<file path="src/rtl/pg_pkg.sv">
package pg_pkg;

  // Next flag value: a high flag survives while no cause exists;
  // a low flag rises only with an expired hold, no cause and a settled output.
  function automatic logic pg_next_state(input logic pg_now,
                                         input logic cause,
                                         input logic expired,
                                         input logic settled);
    if (pg_now) return !cause;
    return expired && !cause && settled;
  endfunction

  // A cause is anything that must hold the flag low.
  function automatic logic pg_cause(input logic en,
                                    input logic fault,
                                    input logic under);
    return !en || fault || under;
  endfunction

endpackage

</file>
<file path="src/rtl/pg_holdoff.sv">
module pg_holdoff #(
  parameter int HOLD_TICKS = 50000,
  parameter int CNT_W      = $clog2(HOLD_TICKS + 1)
) (
  input  logic             clk,
  input  logic             rst_n,
  input  logic             tick,
  input  logic             cause,
  output logic             expired,
  output logic [CNT_W-1:0] count
);

  localparam logic [CNT_W-1:0] HOLD_V = CNT_W'(HOLD_TICKS);

  logic cause_q;
  logic cause_rise;

  function automatic logic [CNT_W-1:0] cnt_next(input logic [CNT_W-1:0] c,
                                                input logic reload,
                                                input logic stb);
    if (reload) return HOLD_V;
    if (stb && c != '0) return c - 1'b1;
    return c;
  endfunction

  assign cause_rise = cause && !cause_q;
  assign expired    = (count == '0);

  always_ff @(posedge clk or negedge rst_n) begin
    if (!rst_n) begin
      count   <= HOLD_V;
      cause_q <= 1'b1;
    end else begin
      count   <= cnt_next(count, cause_rise, tick);
      cause_q <= cause;
    end
  end

  AST_RELOAD_FULL: assert property (@(posedge clk) disable iff (!rst_n)
    cause_rise |=> count == HOLD_V);

  AST_NO_EARLY_STEP: assert property (@(posedge clk) disable iff (!rst_n)
    (!tick && !cause_rise) |=> $stable(count));

endmodule

</file>
<file path="src/rtl/pg_rail.sv">
module pg_rail
  import pg_pkg::*;
#(
  parameter int HOLD_TICKS = 50000
) (
  input  logic clk,
  input  logic rst_n,
  input  logic tick,
  input  logic en,
  input  logic fault,
  input  logic above_hi,
  input  logic below_lo,
  output logic pgood
);

  localparam int CNT_W = $clog2(HOLD_TICKS + 1);

  logic             cause;
  logic             hold_expired;
  logic [CNT_W-1:0] hold_count;

  assign cause = pg_cause(en, fault, below_lo);

  pg_holdoff #(.HOLD_TICKS(HOLD_TICKS), .CNT_W(CNT_W)) u_hold (
    .clk     (clk),
    .rst_n   (rst_n),
    .tick    (tick),
    .cause   (cause),
    .expired (hold_expired),
    .count   (hold_count)
  );

  always_ff @(posedge clk or negedge rst_n) begin
    if (!rst_n) pgood <= 1'b0;
    else        pgood <= pg_next_state(pgood, cause, hold_expired, above_hi);
  end

  AST_RISE_NEEDS_HI: assert property (@(posedge clk) disable iff (!rst_n)
    (!pgood && !above_hi) |=> !pgood);

  AST_HYST_KEEP: assert property (@(posedge clk) disable iff (!rst_n)
    (pgood && !below_lo && en && !fault) |=> pgood);

  AST_HOLD_LOW: assert property (@(posedge clk) disable iff (!rst_n)
    !hold_expired |-> !pgood);

  AST_EN_DROP: assert property (@(posedge clk) disable iff (!rst_n)
    !en |=> !pgood);

  AST_FAULT_DROP: assert property (@(posedge clk) disable iff (!rst_n)
    fault |=> !pgood);

endmodule

</file>
<file path="src/rtl/pgood_gen.sv">
module pgood_gen #(
  parameter int NUM_RAILS  = 4,
  parameter int HOLD_TICKS = 50000
) (
  input  logic                 clk,
  input  logic                 rst_n,
  input  logic                 tick,
  input  logic                 fault_force,
  input  logic [NUM_RAILS-1:0] rail_en,
  input  logic [NUM_RAILS-1:0] above_hi,
  input  logic [NUM_RAILS-1:0] below_lo,
  output logic [NUM_RAILS-1:0] pgood
);

  for (genvar r = 0; r < NUM_RAILS; r++) begin : g_rail
    pg_rail #(.HOLD_TICKS(HOLD_TICKS)) u_rail (
      .clk      (clk),
      .rst_n    (rst_n),
      .tick     (tick),
      .en       (rail_en[r]),
      .fault    (fault_force),
      .above_hi (above_hi[r]),
      .below_lo (below_lo[r]),
      .pgood    (pgood[r])
    );
  end

  AST_FAULT_ALL_LOW: assert property (@(posedge clk) disable iff (!rst_n)
    fault_force |=> pgood == '0);

endmodule

</file>
<file path="config.mk">
export PLATFORM = sky130hd
export DESIGN_NAME = pgood_gen
export DESIGN_NICKNAME = d
export VERILOG_FILES = /design/src/rtl/pg_pkg.sv /design/src/rtl/pg_holdoff.sv /design/src/rtl/pg_rail.sv /design/src/rtl/pgood_gen.sv
export SDC_FILE = /design/constraint.sdc
export NUM_CORES = 1
export LEC_CHECK = 0
export BUFFER_PORTS_ARGS = -buffer_cell sky130_fd_sc_hd__buf_2
export CAP_MARGIN = 20
export CORE_ASPECT_RATIO = 2
export CORE_UTILIZATION = 58
export CTS_BUF_LIST = sky130_fd_sc_hd__clkbuf_4 sky130_fd_sc_hd__clkbuf_8
export DETAILED_ROUTE_END_ITERATION = 10
export PLACE_DENSITY = 0.83
export SKIP_LAST_GASP = 1
export SLEW_MARGIN = 15
export SYNTH_ARGS = -nofsm -noshare
export SYNTH_HDL_FRONTEND = slang
export SYNTH_SLANG_ARGS = --single-unit
</file>
<file path="constraint.sdc">
create_clock -name clk -period 2.2 [get_ports clk]
set_input_delay 0.22 -clock clk [delete_from_list [all_inputs] [get_ports clk]]
set_output_delay 0.22 -clock clk [all_outputs]
set_load 0.02 [all_outputs]
</file>
==> impl_metrics.env <==
export IMPL_grt_first_pass_wirelength_um=15370
export IMPL_timing_critical_path_fanout_max=6
export IMPL_place_port_buffers=19
export IMPL_postRouteAntennaNets=0
export IMPL_synth_seq_cells=72
export IMPL_clock_sink_count=72
export IMPL_design_core_area_um2=6887
export IMPL_timing_final_max_slew_violations=0
export IMPL_cts_path_max_buffers=2
export IMPL_grt_start_max_net_pins=73
export IMPL_diodes=0
export IMPL_yosys_warnings=0
export IMPL_synth_edff_count=0
export IMPL_placement_rows=43
export IMPL_instances_no_fill=561
export IMPL_multiInputGateArea_um2=2113
export IMPL_worst_ep_arrival_time_ns=2.40
export IMPL_detail_route_wl_per_cell_um=16.39
export IMPL_worst_tran_pin_value_ns=0.8315
export IMPL_worstSkewPairLatency_ns=0.36
export IMPL_via_count_of_the_first_global_routing_pass=3522
export IMPL_netlist_area_um2=4086
export IMPL_number_of_nets_in_the_layout=490
export IMPL_critPathCaptureType="register"
export IMPL_routed_via_density=6.332
export IMPL_hold_class="input pin to register"
export IMPL_critPathKind="register to register"
export IMPL_final_layout_size_suffix_gt1_frac=0.2399
export IMPL_outcome="completed"
export IMPL_place_congestion=0.8687
export IMPL_power_leakage_uw=0.001873
export IMPL_layout_filler_cells=581
export IMPL_cts_root_buf="sky130_fd_sc_hd__clkbuf_8"
export IMPL_fin_crit_ns=2.107
export IMPL_cts_htree_levels=3
export IMPL_place_detailed_instances=541
export IMPL_final_hold_worst_slack_ns=0.08881
export IMPL_synth_fp_nets=455
export IMPL_num_io_pins=20
export IMPL_tritoncts="yes"
export IMPL_via_count=3552
export IMPL_skew_ns=0.008517
export IMPL_floorplan_die_area_um2=7405
export IMPL_worst_setup_path_start_kind="register"
export IMPL_synthCells=431
export IMPL_report_final_setup_viol=0
export IMPL_avgSynthCellArea_um2=9.481
export IMPL_dr_pass1_iters=4
export IMPL_slew_limit_headroom=0.4445
export IMPL_synthArstFlopShare=1.000
export IMPL_synthFlopType="sky130_fd_sc_hd__dfrtp_1"
export IMPL_grt_setup_unrepaired="no"
export IMPL_vdd_ir_drop_max_mv=0.5986
export IMPL_area_growth_syn_to_layout_pct=13.04
export IMPL_synth_seq_area_share=0.4495
export IMPL_achievable_frequency_mhz=474.6
export IMPL_clk_transition_reported_paths_ns=0.08
export IMPL_ff_latch_area_um2=1837
export IMPL_synth_cell_types=57
export IMPL_critical_path_required_ns=2.49
export IMPL_global_route_overflow_total=0
export IMPL_gr_usage_all_layers=0.2764
export IMPL_max_cap_violations=0
export IMPL_drt_total_wl_um=9193
export IMPL_place_detailed_hpwl_um=6491
export IMPL_timing_final_crit_share=0.9577
export IMPL_die_height_um=120.7
export IMPL_timing_hold_violations_final=0
export IMPL_num_cts_buffers=9
export IMPL_chipWidth_um=61.35
export IMPL_drc_markers=0
export IMPL_pwr_density_cell_nw_per_um2=840.4
export IMPL_antenna_violations_before_repair=0
export IMPL_drt_first_iter_violations=261
export IMPL_start_util=0.5934
## cell usage in the layout (no fill, tap or decap), types with 6 or more instances in the layout
cell type / Yosys / final
sky130_fd_sc_hd__nand2_1: 23 / 23
sky130_fd_sc_hd__buf_4: 5 / 23
sky130_fd_sc_hd__a21oi_1: 30 / 30
sky130_fd_sc_hd__clkbuf_8: 0 / 12
sky130_fd_sc_hd__or3_1: 19 / 19
sky130_fd_sc_hd__dfstp_2: 28 / 28
sky130_fd_sc_hd__buf_2: 2 / 19
sky130_fd_sc_hd__nand4_1: 6 / 6
sky130_fd_sc_hd__or3b_2: 9 / 9
sky130_fd_sc_hd__nor3_1: 12 / 12
sky130_fd_sc_hd__nand2b_1: 9 / 9
sky130_fd_sc_hd__nor2_1: 31 / 31
sky130_fd_sc_hd__mux2i_1: 9 / 9
sky130_fd_sc_hd__o31ai_1: 13 / 13
sky130_fd_sc_hd__inv_1: 14 / 14
sky130_fd_sc_hd__a31oi_1: 6 / 6
sky130_fd_sc_hd__and4_1: 6 / 6
sky130_fd_sc_hd__and3_1: 6 / 6
sky130_fd_sc_hd__o21ai_0: 22 / 22
sky130_fd_sc_hd__ha_1: 8 / 7
sky130_fd_sc_hd__or4_1: 17 / 16
sky130_fd_sc_hd__dfrtp_1: 44 / 44
sky130_fd_sc_hd__a211oi_1: 6 / 6
sky130_fd_sc_hd__nor4_1: 16 / 16
sky130_fd_sc_hd__nand3_1: 20 / 20
## stage by stage
| step | power [µW] | instance area [µm²] | setup WS [ns] | setup TNS (ns) | utilization |
|---|---|---|---|---|---|
| 2_1_floorplan | 2491 | 4086 | 0.06299 | 0 | - |
| 3_3_place_gp | 2766 | 4365 | 0.06622 | 0 | 0.6339 |
| 3_5_place_dp | 2836 | 4365 | -0.0006071 | -0.0006071 | 0.6339 |
| 4_1_cts | 3894 | 4601 | 0.006289 | 0 | 0.6681 |
| 5_1_grt | 4141 | 4619 | 0.007990 | 0 | 0.6708 |
| 6_report | 3882 | 4619 | 0.09297 | 0 | 0.6708 |
## critical path: stages, from the launching register on
cell and delay (ns):
sky130_fd_sc_hd__dfrtp_1 0.42, sky130_fd_sc_hd__inv_1 0.12, sky130_fd_sc_hd__ha_1 0.17, sky130_fd_sc_hd__or4b_4 0.50
sky130_fd_sc_hd__o41ai_4 0.31, sky130_fd_sc_hd__clkdlybuf4s15_2 0.30, sky130_fd_sc_hd__o21ai_0 0.09, sky130_fd_sc_hd__a21oi_1 0.13
## layer usage
layer  vias to the layer above  routed length, µm  track usage
met5                         -                  0            0
met4                         0                221       0.1375
met3                        20                300      0.05348
met2                        84               5056       0.4721
met1                      1737               3615       0.3142
li1                       1711                  -            -
## report_power, final
| group | switching [µW] | total (µW) | leakage, µW | internal, µW |
|---|---|---|---|---|
| clock | 482 | 1040 | 0.000105 | 555 |
| sequential | 262 | 1880 | 0.000881 | 1620 |
| combinational | 552 | 967 | 0.000888 | 415 |
## synth_stat cells (5+ instances only)
cell / count / area, µm²
sky130_fd_sc_hd__dfrtp_1: 44 / 1101
sky130_fd_sc_hd__nor2_1: 31 / 116.4
sky130_fd_sc_hd__a21oi_1: 30 / 150.1
sky130_fd_sc_hd__dfstp_2: 28 / 735.7
sky130_fd_sc_hd__nand2_1: 23 / 86.33
sky130_fd_sc_hd__o21ai_0: 22 / 110.1
sky130_fd_sc_hd__nand3_1: 20 / 100.1
sky130_fd_sc_hd__or3_1: 19 / 118.9
sky130_fd_sc_hd__or4_1: 17 / 127.6
sky130_fd_sc_hd__nor4_1: 16 / 100.1
sky130_fd_sc_hd__inv_1: 14 / 52.55
sky130_fd_sc_hd__clkbuf_1: 13 / 48.80
sky130_fd_sc_hd__o31ai_1: 13 / 97.59
sky130_fd_sc_hd__nor3_1: 12 / 60.06
sky130_fd_sc_hd__mux2i_1: 9 / 90.09
sky130_fd_sc_hd__nand2b_1: 9 / 56.30
sky130_fd_sc_hd__or3b_2: 9 / 78.83
sky130_fd_sc_hd__ha_1: 8 / 100.1
sky130_fd_sc_hd__a211oi_1: 6 / 45.04
sky130_fd_sc_hd__a31oi_1: 6 / 37.54
sky130_fd_sc_hd__and3_1: 6 / 37.54
sky130_fd_sc_hd__and4_1: 6 / 52.55
sky130_fd_sc_hd__nand4_1: 6 / 37.54
sky130_fd_sc_hd__and2_1: 5 / 31.28
sky130_fd_sc_hd__buf_4: 5 / 37.54
sky130_fd_sc_hd__nand3b_1: 5 / 37.54
## state kept, by name, indices dropped and copies added, names as in the netlist
signal and flops:
g_rail.u_rail.pgood 4, g_rail.u_rail.u_hold.cause_q 4, g_rail.u_rail.u_hold.count 64
## cells by family after synthesis
logic type | after synthesis | share of synthesized area
simple gates | 208 | 0.3074
compound gates | 97 | 0.1534
flops | 72 | 0.4495
buf+inv | 35 | 0.03889
mux | 9 | 0.02205
fa+ha+maj | 8 | 0.02450
xor+xnor | 2 | 0.004287
## final timing paths
| kind | start | depth (start not counted) | slack (ns) | to |
|---|---|---|---|---|
| setup reg to reg | g_rail[3].u_rail.u_hold.count[0] | 7 | 0.09 | g_rail[3].u_rail.u_hold.count[2] |
| min in group asynchronous | rst_n | 3 | 0.41 | g_rail[3].u_rail.u_hold.count[3] |
| hold reg to reg | g_rail[0].u_rail.pgood | 2 | 0.49 | g_rail[0].u_rail.pgood |
| max in group asynchronous | rst_n | 3 | 1.44 | g_rail[1].u_rail.u_hold.count[14] |
| setup / recovery | g_rail[3].u_rail.u_hold.count[0] | 7 | 0.09 | g_rail[3].u_rail.u_hold.count[2] |
| hold / removal | above_hi[0] | 3 | 0.09 | g_rail[0].u_rail.pgood |
## cell type report
type / instances / share of cell area
Inverter: 14 / 0.01138
Tap cell: 90 / 0.02438
Multi-Input combinational cell: 324 / 0.4575
Timing Repair Buffer: 45 / 0.06690
Clock buffer: 16 / 0.04225
Sequential cell: 72 / 0.3976
## repair_timing
item | CTS | global route
setup buffers | 0 | 2
pin swaps | 1 | 2
resized for setup | 3 | 2
cloned | 1 | 0
hold buffers | 1 | 0
endpoints found under the setup margin | 2 | 9
endpoints found under the hold margin | 44 | 0
No activity file was read; power rests on OpenSTA's default activity.
